### src/rtl/pwm_timebase_pkg.sv
package pwm_timebase_pkg;

    localparam int CNT_W = 16;

    typedef logic [CNT_W-1:0] cnt_t;

    localparam cnt_t CNT_RST = cnt_t'(1);

    typedef enum logic {
        DIR_UP   = 1'b0,
        DIR_DOWN = 1'b1
    } dir_e;

    typedef struct packed {
        cnt_t value;
        dir_e dir;
        logic peak;
        logic valley;
    } tbase_t;

    function automatic tbase_t tbase_reset();
        tbase_t s;
        s.value  = CNT_RST;
        s.dir    = DIR_UP;
        s.peak   = 1'b0;
        s.valley = 1'b0;
        return s;
    endfunction

    function automatic cnt_t inc(cnt_t v);
        return cnt_t'(v + 1'b1);
    endfunction

    function automatic cnt_t dec(cnt_t v);
        return cnt_t'(v - 1'b1);
    endfunction

endpackage

### src/rtl/pwm_prescaler.sv
module pwm_prescaler #(
    parameter int PSC_W   = 8,
    parameter int CKSEL_W = 2
) (
    input  logic               clk,
    input  logic               rst,
    input  logic               run,
    input  logic [PSC_W-1:0]   psc,
    input  logic [CKSEL_W-1:0] cksel,
    output logic               tick
);
    localparam int DIV_W = (1 << CKSEL_W) - 1;

    logic [PSC_W-1:0] pcnt;
    logic [DIV_W-1:0] dcnt;
    logic [DIV_W-1:0] mask;
    logic             base;

    always_comb begin
        for (int i = 0; i < DIV_W; i++) begin
            mask[i] = (i < int'(cksel));
        end
    end

    assign base = (pcnt == psc);
    assign tick = run && base && ((dcnt & mask) == mask);

    always_ff @(posedge clk) begin
        if (rst || !run) begin
            pcnt <= '0;
            dcnt <= '0;
        end else begin
            pcnt <= base ? '0 : pcnt + 1'b1;
            if (base) begin
                dcnt <= dcnt + 1'b1;
            end
        end
    end

endmodule

### src/rtl/pwm_cnt_core.sv
module pwm_cnt_core
    import pwm_timebase_pkg::*;
(
    input  logic   clk,
    input  logic   rst,
    input  logic   tick,
    input  logic   comp_mode,
    input  cnt_t   cycle,
    input  logic   wr_en,
    input  cnt_t   wr_data,
    output tbase_t state
);
    tbase_t st_q, st_d;

    always_comb begin
        st_d        = st_q;
        st_d.peak   = 1'b0;
        st_d.valley = 1'b0;
        if (!comp_mode) begin
            st_d.dir = DIR_UP;
        end
        if (wr_en) begin
            st_d.value = wr_data;
        end else if (tick) begin
            if (!comp_mode) begin
                if (st_q.value == cycle) begin
                    st_d.value = '0;
                    st_d.peak  = (cycle != '0);
                end else begin
                    st_d.value = inc(st_q.value);
                end
            end else if (st_q.dir == DIR_UP) begin
                if (st_q.value >= cycle) begin
                    st_d.dir  = DIR_DOWN;
                    st_d.peak = 1'b1;
                end else begin
                    st_d.value = inc(st_q.value);
                    if (inc(st_q.value) == cycle) begin
                        st_d.dir  = DIR_DOWN;
                        st_d.peak = 1'b1;
                    end
                end
            end else begin
                if (st_q.value == '0) begin
                    st_d.dir    = DIR_UP;
                    st_d.valley = 1'b1;
                end else begin
                    st_d.value = dec(st_q.value);
                    if (st_q.value == cnt_t'(1)) begin
                        st_d.dir    = DIR_UP;
                        st_d.valley = 1'b1;
                    end
                end
            end
        end
    end

    always_ff @(posedge clk) begin
        if (rst) begin
            st_q <= tbase_reset();
        end else begin
            st_q <= st_d;
        end
    end

    assign state = st_q;

endmodule

### src/rtl/pwm_timebase.sv
module pwm_timebase
    import pwm_timebase_pkg::*;
#(
    parameter int PSC_W   = 8,
    parameter int CKSEL_W = 2
) (
    input  logic               clk,
    input  logic               rst,
    input  logic               run,
    input  logic [PSC_W-1:0]   psc,
    input  logic [CKSEL_W-1:0] cksel,
    input  logic               comp_mode,
    input  logic [CNT_W-1:0]   cycle,
    input  logic               wr_en,
    input  logic [CNT_W-1:0]   wr_data,
    output logic [CNT_W-1:0]   count,
    output logic               dir_down,
    output logic               peak,
    output logic               valley
);
    logic   tick;
    tbase_t state;

    pwm_prescaler #(
        .PSC_W  (PSC_W),
        .CKSEL_W(CKSEL_W)
    ) u_presc (
        .clk  (clk),
        .rst  (rst),
        .run  (run),
        .psc  (psc),
        .cksel(cksel),
        .tick (tick)
    );

    pwm_cnt_core u_core (
        .clk      (clk),
        .rst      (rst),
        .tick     (tick),
        .comp_mode(comp_mode),
        .cycle    (cycle),
        .wr_en    (wr_en),
        .wr_data  (wr_data),
        .state    (state)
    );

    assign count    = state.value;
    assign dir_down = (state.dir == DIR_DOWN);
    assign peak     = state.peak;
    assign valley   = state.valley;

endmodule

### config.mk
export PLATFORM = sky130hd
export DESIGN_NAME = pwm_timebase
export DESIGN_NICKNAME = d
export VERILOG_FILES = /design/src/rtl/pwm_timebase_pkg.sv /design/src/rtl/pwm_prescaler.sv /design/src/rtl/pwm_cnt_core.sv /design/src/rtl/pwm_timebase.sv
export SDC_FILE = /design/constraint.sdc
export NUM_CORES = 1
export LEC_CHECK = 0
export CAP_MARGIN = 20
export CORE_ASPECT_RATIO = 0.6
export CORE_UTILIZATION = 65
export DETAILED_ROUTE_END_ITERATION = 12
export DONT_BUFFER_PORTS = 1
export PLACE_DENSITY = 0.93
export SYNTH_ARGS = -nofsm -noshare
export SYNTH_HDL_FRONTEND = slang
export SYNTH_SLANG_ARGS = --single-unit
### constraint.sdc
create_clock -name clk -period 2.95 [get_ports clk]
set_input_delay 0.59 -clock clk [delete_from_list [all_inputs] [get_ports clk]]
set_output_delay 0.59 -clock clk [all_outputs]
set_load 0.05 [all_outputs]
==> results by group <==
Setup path
  • CP max stage delay: between 400 and 500 ps
  • CP max stage cell: dfxtp_1
  • RR Startpoint: u_core.state[16]$_SDFFE_PP0P_
  • Reg2reg setup slack: between 80 and 90 ps
  • Data required time of the critical path: around 3200 ps
  • Critical path endpoint category: register
  • Critical path depth: 9
  • Family with the most delay on the worst path: compound AO/OA/AOI/OAI gates
  • WP data arrival: just over 3000 ps
  • CP Launch Point: u_core.state[16]$_SDFFE_PP0P_
  • WS Path Type: reg2reg
  • Critical R2R Capture: u_core.state[15]$_SDFFE_PP0P_
  • Crit path max fanout: 13
  • CP Cell Sequence: ha_1 > a211oi_1 > nor2_1 > a211oi_1 > nor4b_2 > o21bai_2 > buf_12 > o41ai_1 > a21o_1
  • Critical Path End: u_core.state[15]$_SDFFE_PP0P_
  • Crit path buf inv count: 1
  • Most used cell, CP: a211oi_1
  • Startpoint types: register
  • FF-to-FF path depth: 9

Timing
  • Hold slack: about 370 ps
  • Slew Limit Fails: 0
  • Final hold violation count: 0
  • RSZ-0062 raised after global routing: false
  • Worst slew margin: between 50 and 60%
  • Setup-failing EPs final: 0
  • Final setup skew: 6.968 ps
  • Final min period: about 2900 ps
  • Final cycle utilization of the critical path: a little over nine tenths
  • Slew at the pin closest to its max-slew limit: 602.7 ps
  • Fmax: between 300 and 400 MHz
  • Setup tns final: 0 ps

Final layout
  • Commonest non-fill, non-tap cell in the layout: nor2_1
  • Layout area overhead: 10.64%
  • Layout fillers: 307
  • Diodes inserted: 0
  • Register Area: approximately 600 sq um
  • Fin cells: 460
  • Share of layout cells above drive strength 1: 11.50%
  • Final core utilization: 76.73%
  • Nets@finish: approximately 470
  • Area of the multi-input gates: roughly 0.0021 sq mm
  • Commonest non-fill, non-tap cells in the layout: nor2_1 (37), dfxtp_1 (29), buf_4 (25), nand2_1 (24), inv_1 (23)

Clock tree
  • Hold buffers post-CTS: 0
  • CTS tree: done
  • Clock root cell: clkbuf_8
  • Num CTS Buffers: 5
  • Latest clock arrival within the worst-skew pair: slightly below 300 ps
  • H-tree depth: 2
  • CTS Buffer Depth: 2
  • Clock Pin Slew Worst Setup and Hold Paths: around 70 ps
  • CTS Sinks: 30

Global routing
  • First-pass GRT wire length: between 10000 and 15000 um
  • Vias in the first global route: slightly below 3k
  • Initial antenna violation count: 0
  • Remaining Overflow, GRT: 0
  • Gr usage total: roughly 40%
  • Pin count of the biggest net entering global routing: 17

Hold path
  • HP Class: in2reg
  • Hold path depth: 1

Logic synthesis
  • Sequential area share after synthesis: 20.67%
  • Compound-Gate Fraction of Synth Area: 22.74%
  • Synth cell types: 60
  • Top_reg_cell synth: dfxtp_1
  • Post-synthesis mux area share: 0.3876%
  • Top post-synthesis cells by area: dfxtp_1 (21%), ha_1 (9.5%), xnor2_1 (5.7%)
  • Simple-gate area share of the yosys netlist: a little under a third
  • Post-Synth Adder-Cell Area: under 10%
  • Post-synthesis xor/xnor area fraction: about a tenth
  • Synth Area per Inst: about 7.5 sq um
  • Synth Instances: slightly below 400
  • Leading area contributor after synthesis: dfxtp_1
  • Ys Warns: 0
  • Yosys reg bits: 30
  • Ys async rst share: 0%
  • Mapped cell area: 0.002905 sq mm
  • EDFF count, synth: 0
  • Top cell type's share of synthesized area: roughly 21%
  • Synthesized Nets: around 460
  • Largest family of logic cells by synthesized area: simple AND/OR/NAND/NOR gates

Job
  • Max-cap viol count: 0

Placed design
  • Final HPWL DP: between 7000 and 8000 um
  • Placer Congestion: 1.069
  • Cell count after placement: 452
  • Port Buf Inserts: 0

Route
  • Vias per inst: slightly above 7
  • Antenna viol nets, final: 0
  • Final wirelength: around 9500 um
  • First-pass DRT Iterations: 7
  • DR vias: between 3k and 4k
  • Avg WL per Cell: ~21 um
  • DR iter-0 viols: 517
  • Post-route DRC: 0

Floorplan
  • Die area: between 0.004 and 0.005 sq mm
  • Core ar.: around 0.0042 sq mm
  • Die extent in y: about 54 um
  • DIE WIDTH: 88.31 um
  • I/O Pins: 66
  • Row Count: 18
  • Initial Util: a little over two thirds

Power
  • P_leak: 0.001303 uW
  • Tot Pwr: between 1000 and 1500 uW
  • Maximum vdd drop: between 0.3 and 0.4 mV
  • P per Cell Area: 339.7 mW/mm^2

Outcome
  • Status: complete, no violations
==> area by class of cell <==
type | instances | area share, %
flip-flops and latches | 30 | 18.72
clock inverters | 1 | 0.1557
clock buffers | 7 | 2.686
inverters | 24 | 2.803
repair buffers | 26 | 6.462
multi-input cells | 312 | 66.84
well taps | 60 | 2.336
==> worst min-delay path by stage <==
| stage | startpoint | endpoint | slack (ps) |
|---|---|---|---|
| 2_1_floorplan | u_presc.pcnt[0]$_SDFF_PP0_ | u_presc.pcnt[0]$_SDFF_PP0_ | 460 |
| 3_3_place_gp | u_presc.pcnt[0]$_SDFF_PP0_ | u_presc.pcnt[0]$_SDFF_PP0_ | 490 |
| 3_5_place_dp | u_presc.dcnt[2]$_SDFFE_PP0N_ | u_presc.dcnt[2]$_SDFFE_PP0N_ | 490 |
| 4_1_cts | rst | u_core.state[4]$_SDFFE_PP0P_ | 370 |
| 5_1_grt | rst | u_core.state[4]$_SDFFE_PP0P_ | 360 |
| 6_report | rst | u_core.state[4]$_SDFFE_PP0P_ | 370 |
==> report_power, final <==
part | total (uW) | switching [uW] | internal, uW | leakage, uW
sequential | 448 | 28.0 | 420 | 0.000246
combinational | 289 | 180 | 109 | 0.00101
clock | 355 | 167 | 188 | 0.0000482
==> registers in the layout, indices dropped and copies added, names as in the netlist <==
name          count
u_core.state     19
u_presc.pcnt      8
u_presc.dcnt      3
==> Yosys cell counts, types with 3 or more instances <==
cell and number:
clkbuf_1 14, a32oi_1 4, nand2_1 24, or3_1 6, and4_1 5, o211a_1 3
nand4_1 9, nor3_1 10, buf_2 3, a22o_1 5, xor2_1 15, and3_1 7
nor2_1 38, o21ai_0 12, nor4_1 10, a21oi_1 18, nand2b_1 8, and2_1 4
or4_1 5, inv_1 23, o22ai_1 3, nand3_1 21, xnor2_1 19, a31oi_1 7
a221o_1 7, a21o_1 5, nor2b_1 6, ha_1 22, dfxtp_1 30
==> routing by layer <==
layer / part of all wire (%) / GRT usage (%) / vias up
li1: - / - / 1469
met3: 17 / 15.49 / 52
met4: 3.5 / 12.90 / 0
met5: 0 / 0 / -
met2: 41 / 63.08 / 300
met1: 38 / 50.65 / 1479
==> timing repair <==
action | in CTS | in global routing
setup buffers | 0 | 0
gates resized for setup | 0 | 5
endpoints found under the setup margin | 0 | 15
==> logic make-up (layout without fill, tap and decap cells) <==
logic type               count (synthesis)  in the layout
AND/OR/NAND/NOR                        164            164
AO/OA/AOI/OAI                           91             91
buffers and inverters                   44             58
XOR/XNOR                                34             34
flip-flops                              30             30
adder cells (fa/ha/maj)                 22             22
multiplexers                             1              1
==> stage by stage <==
stage,worst slack (ps),instance area [sq um]
6_report,84.90,3214
3_3_place_gp,-41.74,3102
3_5_place_dp,-143.1,3102
5_1_grt,6.293,3214
2_1_floorplan,11.47,2905
4_1_cts,80.16,3193
Note: power is estimated with default switching activity, not from simulation.
